==> src/rtl/swb_pkg.sv <==
package swb_pkg;

   typedef enum logic [1:0] {
      LS_INVALID = 2'b00,
      LS_SHARED  = 2'b01,
      LS_EXCL    = 2'b10,
      LS_MOD     = 2'b11
   } line_state_t;

   typedef enum logic [2:0] {
      FS_IDLE,
      FS_LOOKUP,
      FS_PEND,
      FS_ADDR,
      FS_DATA
   } wb_fsm_t;

endpackage

==> src/rtl/swb_tag_array.sv <==
module swb_tag_array
   import swb_pkg::*;
#(
   parameter int LINES = 8,
   parameter int TAG_W = 25,
   localparam int IDX_W = $clog2(LINES)
) (
   input  logic             clk,
   input  logic             rst_n,
   input  logic             wr_en,
   input  logic [IDX_W-1:0] wr_idx,
   input  logic [TAG_W-1:0] wr_tag,
   input  line_state_t      wr_state,
   input  logic             upd_en,
   input  logic [IDX_W-1:0] upd_idx,
   input  line_state_t      upd_state,
   input  logic [IDX_W-1:0] lk_idx,
   output logic [TAG_W-1:0] lk_tag,
   output line_state_t      lk_state,
   input  logic [IDX_W-1:0] pb_idx,
   output line_state_t      pb_state
);

   logic [TAG_W-1:0] tag_all [LINES];
   line_state_t      st_all  [LINES];

   for (genvar i = 0; i < LINES; i++) begin : g_line
      logic [TAG_W-1:0] tag_r;
      line_state_t      st_r;

      always_ff @(posedge clk or negedge rst_n) begin
         if (!rst_n) begin
            tag_r <= '0;
            st_r  <= LS_INVALID;
         end else if (upd_en && upd_idx == IDX_W'(i)) begin
            st_r <= upd_state;
         end else if (wr_en && wr_idx == IDX_W'(i)) begin
            tag_r <= wr_tag;
            st_r  <= wr_state;
         end
      end

      assign tag_all[i] = tag_r;
      assign st_all[i]  = st_r;
   end

   assign lk_tag   = tag_all[lk_idx];
   assign lk_state = st_all[lk_idx];
   assign pb_state = st_all[pb_idx];

endmodule

==> src/rtl/swb_hold_ctrl.sv <==
module swb_hold_ctrl (
   input  logic clk,
   input  logic rst_n,
   input  logic hold_req,
   input  logic busy,
   output logic hold_ack
);

   logic busy_q;

   always_ff @(posedge clk or negedge rst_n) begin
      if (!rst_n) begin
         busy_q   <= 1'b1;
         hold_ack <= 1'b0;
      end else begin
         busy_q   <= busy;
         hold_ack <= hold_req && !busy && !busy_q;
      end
   end

endmodule

==> src/rtl/swb_line_buf.sv <==
module swb_line_buf #(
   parameter int DATA_W = 32,
   parameter int BEATS  = 4,
   localparam int BEAT_W = $clog2(BEATS),
   localparam int LINE_W = BEATS * DATA_W
) (
   input  logic              clk,
   input  logic              rst_n,
   input  logic              load,
   input  logic [LINE_W-1:0] line_in,
   input  logic [BEAT_W-1:0] sel,
   output logic [DATA_W-1:0] beat_out
);

   logic [LINE_W-1:0] buf_q;
   logic [DATA_W-1:0] slice [BEATS];

   always_ff @(posedge clk or negedge rst_n) begin
      if (!rst_n)    buf_q <= '0;
      else if (load) buf_q <= line_in;
   end

   for (genvar b = 0; b < BEATS; b++) begin : g_slice
      assign slice[b] = buf_q[b*DATA_W +: DATA_W];
   end

   assign beat_out = slice[sel];

endmodule

==> src/rtl/swb_snoop_responder.sv <==
module swb_snoop_responder
   import swb_pkg::*;
#(
   parameter int ADDR_W = 32,
   parameter int DATA_W = 32,
   parameter int BEATS  = 4,
   parameter int LINES  = 8,
   localparam int LINE_BYTES = BEATS * DATA_W / 8,
   localparam int OFF_W  = $clog2(LINE_BYTES),
   localparam int IDX_W  = $clog2(LINES),
   localparam int TAG_W  = ADDR_W - IDX_W - OFF_W,
   localparam int BEAT_W = $clog2(BEATS),
   localparam int LINE_W = BEATS * DATA_W
) (
   input  logic              clk,
   input  logic              rst_n,
   input  logic              hold_req,
   output logic              hold_ack,
   input  logic              cpu_busy,
   input  logic              snoop_strobe,
   input  logic              snoop_kill,
   input  logic [ADDR_W-1:0] snoop_addr,
   output logic              dirty_hit,
   input  logic              fill_en,
   input  logic [IDX_W-1:0]  fill_index,
   input  logic [TAG_W-1:0]  fill_tag,
   input  logic [1:0]        fill_state,
   input  logic [IDX_W-1:0]  probe_index,
   output logic [1:0]        probe_state,
   output logic [IDX_W-1:0]  line_index,
   input  logic [LINE_W-1:0] line_data,
   output logic              bus_addr_strobe,
   output logic              bus_write,
   output logic              bus_cacheable,
   output logic              bus_last,
   input  logic              bus_rdy,
   output logic [ADDR_W-1:0] bus_addr,
   output logic [DATA_W-1:0] bus_data
);

   if (BEATS < 2 || (BEATS & (BEATS - 1)) != 0) begin : g_bad_beats
      $error("BEATS must be a power of two of at least 2");
   end
   if (LINES < 2 || (LINES & (LINES - 1)) != 0) begin : g_bad_lines
      $error("LINES must be a power of two of at least 2");
   end
   if (DATA_W % 8 != 0) begin : g_bad_width
      $error("DATA_W must be a whole number of bytes");
   end
   if (TAG_W < 1) begin : g_bad_tag
      $error("ADDR_W leaves no tag bits");
   end

   wb_fsm_t          st_q;
   logic [TAG_W-1:0] cap_tag;
   logic [IDX_W-1:0] cap_idx;
   logic             cap_kill;
   logic [BEAT_W-1:0] beat_q;
   logic             dirty_q;

   logic [TAG_W-1:0] lk_tag;
   line_state_t      lk_state;
   line_state_t      pb_state;
   logic             lk_hit, mod_hit, clean_hit;
   logic             last_beat, wb_on_bus, snoop_take;
   logic             upd_en;
   line_state_t      fin_state;
   logic             unused_offset;

   assign unused_offset = ^snoop_addr[OFF_W-1:0];

   assign lk_hit    = (lk_state != LS_INVALID) && (lk_tag == cap_tag);
   assign mod_hit   = (st_q == FS_LOOKUP) && lk_hit && (lk_state == LS_MOD);
   assign clean_hit = (st_q == FS_LOOKUP) && lk_hit && (lk_state != LS_MOD);
   assign last_beat = (beat_q == BEAT_W'(BEATS - 1));
   assign wb_on_bus = (st_q == FS_ADDR) || (st_q == FS_DATA);
   assign snoop_take = (st_q == FS_IDLE) && snoop_strobe && hold_ack;
   assign fin_state = cap_kill ? LS_INVALID : LS_SHARED;
   assign upd_en    = clean_hit || ((st_q == FS_DATA) && bus_rdy && last_beat);

   swb_tag_array #(
      .LINES (LINES),
      .TAG_W (TAG_W)
   ) u_tags (
      .clk       (clk),
      .rst_n     (rst_n),
      .wr_en     (fill_en),
      .wr_idx    (fill_index),
      .wr_tag    (fill_tag),
      .wr_state  (line_state_t'(fill_state)),
      .upd_en    (upd_en),
      .upd_idx   (cap_idx),
      .upd_state (fin_state),
      .lk_idx    (cap_idx),
      .lk_tag    (lk_tag),
      .lk_state  (lk_state),
      .pb_idx    (probe_index),
      .pb_state  (pb_state)
   );

   swb_hold_ctrl u_hold (
      .clk      (clk),
      .rst_n    (rst_n),
      .hold_req (hold_req),
      .busy     (cpu_busy || wb_on_bus),
      .hold_ack (hold_ack)
   );

   swb_line_buf #(
      .DATA_W (DATA_W),
      .BEATS  (BEATS)
   ) u_buf (
      .clk      (clk),
      .rst_n    (rst_n),
      .load     (mod_hit),
      .line_in  (line_data),
      .sel      (beat_q),
      .beat_out (bus_data)
   );

   always_ff @(posedge clk or negedge rst_n) begin
      if (!rst_n) begin
         st_q     <= FS_IDLE;
         cap_tag  <= '0;
         cap_idx  <= '0;
         cap_kill <= 1'b0;
         beat_q   <= '0;
         dirty_q  <= 1'b0;
      end else begin
         case (st_q)
            FS_IDLE: begin
               if (snoop_take) begin
                  cap_tag  <= snoop_addr[ADDR_W-1 -: TAG_W];
                  cap_idx  <= snoop_addr[OFF_W +: IDX_W];
                  cap_kill <= snoop_kill;
                  st_q     <= FS_LOOKUP;
               end
            end
            FS_LOOKUP: begin
               if (mod_hit) begin
                  dirty_q <= 1'b1;
                  st_q    <= FS_PEND;
               end else begin
                  st_q <= FS_IDLE;
               end
            end
            FS_PEND: begin
               if (!hold_req && !hold_ack) st_q <= FS_ADDR;
            end
            FS_ADDR: begin
               beat_q <= '0;
               st_q   <= FS_DATA;
            end
            FS_DATA: begin
               if (bus_rdy) begin
                  if (last_beat) begin
                     dirty_q <= 1'b0;
                     st_q    <= FS_IDLE;
                  end else begin
                     beat_q <= beat_q + 1'b1;
                  end
               end
            end
            default: st_q <= FS_IDLE;
         endcase
      end
   end

   assign dirty_hit       = dirty_q;
   assign probe_state     = pb_state;
   assign line_index      = cap_idx;
   assign bus_addr_strobe = (st_q == FS_ADDR);
   assign bus_write       = wb_on_bus;
   assign bus_cacheable   = (st_q == FS_ADDR);
   assign bus_last        = (st_q == FS_DATA) && last_beat;
   assign bus_addr        = {cap_tag, cap_idx, {OFF_W{1'b0}}};

endmodule

==> config.mk <==
export PLATFORM = sky130hd
export DESIGN_NAME = swb_snoop_responder
export DESIGN_NICKNAME = d
export VERILOG_FILES = /design/src/rtl/swb_pkg.sv /design/src/rtl/swb_tag_array.sv /design/src/rtl/swb_hold_ctrl.sv /design/src/rtl/swb_line_buf.sv /design/src/rtl/swb_snoop_responder.sv
export SDC_FILE = /design/constraint.sdc
export NUM_CORES = 1
export LEC_CHECK = 0
export ABC_AREA = 1
export BUFFER_PORTS_ARGS = -buffer_cell sky130_fd_sc_hd__buf_4
export CAP_MARGIN = 20
export CORE_MARGIN = 1.5
export CORE_UTILIZATION = 55
export DETAILED_ROUTE_END_ITERATION = 10
export PLACE_DENSITY_LB_ADDON = 0.1
export SETUP_SLACK_MARGIN = 0.4
export SYNTH_ARGS = -nofsm -noshare
export SYNTH_HDL_FRONTEND = slang
export SYNTH_SLANG_ARGS = --single-unit
export TNS_END_PERCENT = 1
==> constraint.sdc <==
create_clock -name clk -period 3.1 [get_ports clk]
set_input_delay 0.31 -clock clk [delete_from_list [all_inputs] [get_ports clk]]
set_output_delay 0.31 -clock clk [all_outputs]
set_load 0.02 [all_outputs]
==> impl_metrics.yaml, run 1 <==
clocking:
  cts_tree: "done"
  clockBufferDepth: 3
  cts_made_buffers: 43
  clk_latency_ns: 0.57
  h-tree-depth: 2
  cts_root_buffer: "clkbuf_16"
  clkTransAtPathRegs_ns: 0.06
  cts_sinks: 381
placement:
  place_congestion: 0.891
  port_buffers: 267
  dp_hpwl_mm: 39.0
  placed_area_um2: 21400
  dp_cells: 2884
critical_path:
  critPathLaunchType: "register"
  end_kind: "register"
  crit_required_ns: 3.54
  critPathMaxFanout: 19
  cpPeakStageDelay_ns: 0.51
  worstSetupPathType: "register to register"
  worstPathCellList: "buf_12 -> nor2_4 -> buf_6 -> buf_4 -> nand2_1 -> nand4_1 -> nand3_1 -> nand2_1 -> nand2_1 -> nor2_2 -> nand2_2 -> nor2_4 -> buf_4 -> nand3_4 -> buf_12 -> clkbuf_16 -> mux2_1"
  crit_top_cell: "nand2_1"
  r2r_cells: 17
  critical_path_arrival_ns: 3.46
  slowest_stage: "dfrtp_2"
sta:
  slew_headroom_pct: 52.4
  min_period_over_period_pct: 97.2
  maxSlewViolCount: 0
  rsz0062_at_grt: "yes"
  tns_ns: 0
  fmax_ghz: 0.332
  setup_violations: 0
  finalCriticalPeriod_ns: 3.01
  finalClockSkew_ns: 0.0354
  fin_hold_ws_ns: 0.00115
  worst_pin_slew_ns: 0.714
  hold_viol: 0
power:
  p_leak_uw: 0.0125
  irDropWorstVdd_mv: 0.632
  power_density_nw_per_um2: 757
run_status:
  outcome: "completed"
floorplanning:
  row_count: 67
  initial_core_util_pct: 55.6
  die_y_um: 187
  coreArea_um2: 33400
  io_pins: 276
  die_x_um: 187
  dieArea_um2: 34800
yosys:
  ys_ff_latch: 381
  syn_area_per_cell_um2: 8.30
  yosysTopAreaCellShare_pct: 51.3
  synth_ff_type: "dfrtp_1"
  netlist_area_um2: 18500
  synthArstFlopShare_pct: 100
  yosys.area.top_type: "dfrtp_1"
  synth_edf_count: 0
  synth_area_leaders: "dfrtp_1 51%, nand2_1 17%, nand3_1 7.9%, mux2_1 5.2%, mux2_2 3.3%"
  yosysSeqAreaShare_pct: 51.4
  syn_inst: 2233
  yosysWarnings: 0
  synth_cell_types: 35
final_layout:
  fin_nets: 2855
  area_growth_pct: 34.9
  postLayoutCellArea_um2: 25000
  final_cells: 3139
  layout-drive-gt1-share_pct: 20.7
hold_path:
  hp-class: "input pin to register"
  holdPathStages: 3
route:
  drt-vias-per-instance: 5.86
  routedWlPerCell_um: 21.9
  vias: 18400
  drtIter0Drc: 2111
  drcViolationCount: 0
  first_pass_iters: 8
  wl_mm: 68.6
  ant_nets: 0
global_routing:
  grt_usage_pct: 37.7
  grt_max_degree: 79
  antenna_found_initial: 5
  grt_first_pass_wirelength_mm: 102
  grt_pass1_vias: 18300
  overflow: 0
flow_run:
  drv_cap: 0
registers in the layout (all words and copies together), names as in the netlist:
name	flops
dirty_hit	1
u_hold.busy_q	1
u_hold.hold_ack	1
u_tags.g_line.tag_r	200
line_index	3
u_buf.buf_q	128
u_tags.g_line.st_r	16
beat_q	2
st_q	3
cap_kill	1
cap_tag	25
power breakdown:
part,switching [uW],internal (uW),total [uW]
Clock,2130,3180,5310
Sequential,617,5780,6390
Combinational,4510,2730,7240
layout make-up:
type,instances,area [um2]
flip-flops and latches,381,9540
repair buffers,536,5070
fillers,2325,8350
diodes,5,12.5
clock inverters,9,139
well taps,448,561
clock buffers,69,1330
inverters,73,284
multi-input cells,1618,8080
timing repair:
| item | CTS | global route |
|---|---|---|
| setup endpoints to repair | 344 | 350 |
| gates resized for setup | 49 | 22 |
| hold buffers | 151 | 0 |
| gates cloned | 4 | 7 |
| buffers inserted | 9 | 1 |
| pin swaps | 11 | 2 |
| endpoints found under the hold margin | 222 | 0 |
metrics by stage:
stage	power, uW	setup WS, ns	util [%]
global route	19800	-0.0916	75.0
floorplan	10200	0.566	-
global placement	12800	0.0923	64.2
CTS	18600	0.202	74.2
finish	18900	0.0878	75.0
detailed placement	12900	0.0681	64.2
cell usage in the layout (no fill, tap or decap), drive strengths merged, types with 5 or more instances in the layout:
cell type / synthesis / final
a21oi: 36 / 36
buf: 119 / 378
clkbuf: 45 / 74
clkinv: 2 / 7
dfrtp: 380 / 380
diode: 0 / 5
dlygate4sd3: 0 / 151
inv: 71 / 72
mux2: 140 / 140
nand2: 844 / 844
nand3: 294 / 294
nand3b: 12 / 12
nand4: 21 / 21
nor2: 138 / 138
o21ai: 83 / 83
o22ai: 32 / 32
layer usage:
layer  vias to the layer above  track usage (%)  share of wire [%]  wire, um
met4                         0             21.6                6.0      4140
met1                      8820             47.0                 37     25300
met3                       294             5.74                9.0      6180
li1                       8100                -                  -         -
met2                      1171             63.0                 48     33000
met5                         -                0                  0         0
logic make-up (layout without fill, tap and decap cells):
logic type / Yosys count / in the layout / synth area share [%]
AO/OA/AOI/OAI: 158 / 158 / 4.60
other: 1 / 9 / 0.0202
AND/OR/NAND/NOR: 1315 / 1315 / 29.4
multiplexers: 140 / 140 / 8.50
buffers and inverters: 237 / 687 / 5.94
flip-flops: 381 / 381 / 51.4
adder cells (fa/ha/maj): 1 / 1 / 0.0675
worst max-delay path: cells and delay by family, from the launching register on:
family / cells / cell delay (ns)
buffers and inverters: 6 / 0.96
muxes: 1 / 0.35
DFF: 1 / 0.51
and+or+nand+nor: 10 / 1.04
path summary, 6_finish.rpt:
check	from	endpoint	slack (ns)
hold / removal	snoop_addr[5]	line_index[1]	0.001
hold reg to reg	u_tags.g_line[6].tag_r[10]	u_tags.g_line[6].tag_r[10]	0.47
min in group asynchronous	rst_n	u_tags.g_line[6].tag_r[10]	0.34
max in group asynchronous	rst_n	u_tags.g_line[5].tag_r[13]	1.83
setup reg to reg	line_index[0]	u_buf.buf_q[48]	0.09
setup / recovery	line_index[0]	u_buf.buf_q[48]	0.09
Yosys cell counts, types with 2 or more instances:
cell type  instances
nor2_1           135
mux2_2            55
nor3_1             4
buf_1             42
a31oi_1            2
inv_2              2
buf_2             44
mux2_1            85
clkbuf_1          45
nand2_2            6
buf_6              8
o21ai_0           83
buf_4             25
nand2_1          838
o22ai_1           32
nor2_4             2
a21oi_1           36
clkinv_1           2
nand4_1           21
nand3b_1          12
nand3_1          294
inv_1             68
dfrtp_1          380
Note: power is estimated with default switching activity, not from simulation.
==> run 2: changes to the inputs <==
--- a/config.mk
+++ b/config.mk
@@ -5,13 +5,12 @@
 export SDC_FILE = /design/constraint.sdc
 export NUM_CORES = 1
 export LEC_CHECK = 0
-export ABC_AREA = 1
 export BUFFER_PORTS_ARGS = -buffer_cell sky130_fd_sc_hd__buf_4
 export CAP_MARGIN = 20
 export CORE_MARGIN = 1.5
 export CORE_UTILIZATION = 55
 export DETAILED_ROUTE_END_ITERATION = 10
-export PLACE_DENSITY_LB_ADDON = 0.1
+export PLACE_DENSITY_LB_ADDON = 0.12
 export SETUP_SLACK_MARGIN = 0.4
 export SYNTH_ARGS = -nofsm -noshare
 export SYNTH_HDL_FRONTEND = slang
==> constraint.sdc (replaced) <==
create_clock -name clk -period 3.1 [get_ports clk]
set_input_delay 0.62 -clock clk [delete_from_list [all_inputs] [get_ports clk]]
set_output_delay 0.62 -clock clk [all_outputs]
set_load 0.02 [all_outputs]
==> run 2 against run 1 <==
The run now ends with negative setup slack left. Worst setup slack got worse by 0.60 ns. Non-clock buffer count decreased by 88. Synthesized cell count decreased by 25%. Critical path depth decreased by 6. Via count decreased by 14%. Worst hold slack improved by 0.080 ns. Clock power decreased by 5.5%. Clock-buffer cell count decreased by 7. Total power decreased by 14%. Sequential power decreased by 2%. Sequential share of layout area increased by 0.10 points. Critical path type unchanged.
==> impl_metrics.yaml, run 2 <==
clocking:
  clk_latency_ns: 0.54
  cts_sinks: 381
  cts_tree: "done"
  cts_made_buffers: 41
  h-tree-depth: 2
  cts_root_buffer: "clkbuf_16"
  cts_hold_buf: 0
  clkTransAtPathRegs_ns: 0.06
  clockBufferDepth: 3
yosys:
  ys_ff_latch: 381
  netlist_area_um2: 19600
  syn_inst: 1665
  yosysWarnings: 0
  yosysTopAreaCellShare_pct: 48.5
  synthArstFlopShare_pct: 100
  synthTopCellsByCount: "380 x dfrtp_1, 239 x mux2_2, 175 x nand3_1"
  yosys.area.top_type: "dfrtp_1"
  synth_cell_types: 64
  synth_ff_type: "dfrtp_1"
  synth.most_common_cell: "dfrtp_1"
  synth_edf_count: 0
  yosysSeqAreaShare_pct: 48.7
  syn_area_per_cell_um2: 11.8
  synth_area_leaders: "dfrtp_1 49%, mux2_2 14%, mux4_2 7.0%, nand3_1 4.5%, mux2i_1 3.0%"
floorplanning:
  die_y_um: 192
  initial_core_util_pct: 56.3
  row_count: 68
  coreArea_um2: 34800
  die_x_um: 192
  dieArea_um2: 36800
  io_pins: 276
route:
  wl_mm: 61.3
  vias: 15800
  drt-vias-per-instance: 6.33
  drtIter0Drc: 1666
  first_pass_iters: 5
  routedWlPerCell_um: 24.5
  ant_nets: 0
  drcViolationCount: 0
sta:
  maxSlewViolCount: 0
  rsz0062_at_grt: "yes"
  setup_violations: 343
  finalCriticalPeriod_ns: 3.61
  hold_viol: 0
  fmax_ghz: 0.277
  finalClockSkew_ns: 0.0103
  layout_setup_ws_ns: -0.509
  worst_pin_slew_ns: 0.894
  min_period_over_period_pct: 116
  slew_headroom_pct: 40.4
final_layout:
  largest_reg_flops: 200
  final_common_cell: "buf_4"
  final_cells: 2498
  reg.largest.list: "u_tags.g_line.tag_r: 200 flops, u_buf.buf_q: 128 flops, cap_tag: 25 flops"
  multi_input_area_um2: 9630
  fin_nets: 2213
  final_cell_mix: "408 x buf_4, 376 x dfrtp_1, 178 x mux2_2"
  layout-drive-gt1-share_pct: 42.8
  fill_cells: 2408
  regArea_um2: 9550
  top_register: "u_tags.g_line.tag_r"
  area_growth_pct: 27.5
  finish.utilization_pct: 71.8
global_routing:
  overflow: 0
  antenna_found_initial: 1
  grt_first_pass_wirelength_mm: 93.7
  grt_usage_pct: 33.5
  grt_pass1_vias: 16600
  grt_max_degree: 85
hold_path:
  hp-class: "input pin to asynchronous set/reset pin"
placement:
  dp_cells: 2420
  port_buffers: 267
  place_congestion: 0.848
  dp_hpwl_mm: 40.0
power:
  power_uw: 16300
  p_leak_uw: 0.0113
  irDropWorstVdd_mv: 0.452
  power_density_nw_per_um2: 653
critical_path:
  cpPeakStageDelay_ns: 0.52
  critPathMaxFanout: 16
  slowest_stage: "dfrtp_4"
  critical_path_arrival_ns: 4.02
  crit_required_ns: 3.51
  r2r_cells: 11
  end_kind: "register"
  crit_top_cell: "buf_12"
  critPathLaunchType: "register"
  worstPathCellList: "buf_12 -> mux4_2 -> mux2i_1 -> xor2_1 -> o2111ai_2 -> a2111oi_4 -> and2_1 -> nand4b_1 -> nand3_2 -> buf_12 -> mux2_2"
  worstSetupPathType: "register to register"
flow_run:
  drv_cap: 0
run_status:
  outcome: "finished with violations"
  violations: "negative setup slack"
## run 2: cell types whose count changed after synthesis, sizes merged, moves of 31 or more
| cell | before | now |
|---|---|---|
| a21oi | 36 | 106 |
| o211ai | 1 | 76 |
| nand2 | 844 | 54 |
| nand3 | 294 | 176 |
| nor2 | 138 | 107 |
| mux2 | 140 | 271 |
| buf | 119 | 82 |
| inv | 71 | 8 |
| o21ai | 83 | 36 |
| mux2i | 0 | 58 |
| mux4 | 0 | 61 |
## run 2: cell families after synthesis
kind of cell,Yosys count,synth area share [%]
AOI/OAI and AO/OA,304,10.3
xor gates and xnor gates,15,0.671
adders and majority gates,1,0.0639
buffers and inverters,156,3.95
DFF,381,48.7
muxes,390,25.9
other,1,0.0191
and+or+nand+nor,417,10.4
## run 2: final cells by class
| cell class | count | share of cell area [%] |
|---|---|---|
| inverters | 8 | 0.120 |
| repair buffers | 448 | 15.3 |
| clock buffers | 62 | 5.03 |
| clock inverters | 12 | 0.526 |
| diodes | 1 | 0.0100 |
| multi-input cells | 1131 | 38.5 |
| flip-flops and latches | 381 | 38.2 |
| well taps | 455 | 2.28 |
## run 2: worst max-delay path: cells and delay by family (launching register included)
kind            cells  cell delay [ns]
simple gates        3             0.53
flops               1             0.52
mux                 3             1.05
compound gates      2             0.65
buf+inv             2             0.39
xor+xnor            1             0.34
## run 2: timing repair
action	4_1_cts	5_1_grt
cloned	1	0
resized for setup	6	72
buffers inserted	2	0
pin swaps	0	8
endpoints found under the setup margin	347	346
## run 2: through the flow
stage | setup slack [ns] | area (um2) | hold WS, ns | TNS (ns)
after floorplan | -0.226 | 19700 | 0.324 | -43.38
after global placement | -0.486 | 23200 | 0.464 | -140.74
after detailed placement | -0.523 | 23200 | 0.470 | -150.34
after CTS | -0.505 | 24700 | 0.0999 | -147.49
after global routing | -0.642 | 25000 | 0.128 | -186.83
final | -0.509 | 25000 | 0.0808 | -152.41
## run 2: power by group
part,switching [uW],total (uW),internal [uW]
clock network,2050,5020,2970
registers,581,6290,5710
logic,2500,5000,2500
## run 2: path summary, 6_finish.rpt
kind	startpoint	endpoint	slack, ns
hold reg to reg	u_buf.buf_q[64]	u_buf.buf_q[64]	0.49
setup / recovery	line_index[1]	u_tags.g_line[1].tag_r[17]	-0.51
max in group asynchronous	rst_n	u_buf.buf_q[111]	2.15
hold / removal	rst_n	u_buf.buf_q[61]	0.08
setup reg to reg	line_index[1]	u_tags.g_line[1].tag_r[17]	-0.51
min in group clk	cpu_busy	u_hold.busy_q	0.30
## run 2: layer usage
layer / vias to the layer above / GRT usage (%) / part of all wire (%)
met5: - / 0 / 0
met4: 0 / 14.6 / 4.1
met3: 167 / 5.46 / 8.3
met2: 809 / 54.9 / 48
met1: 7996 / 44.1 / 39
li1: 6845 / - / -
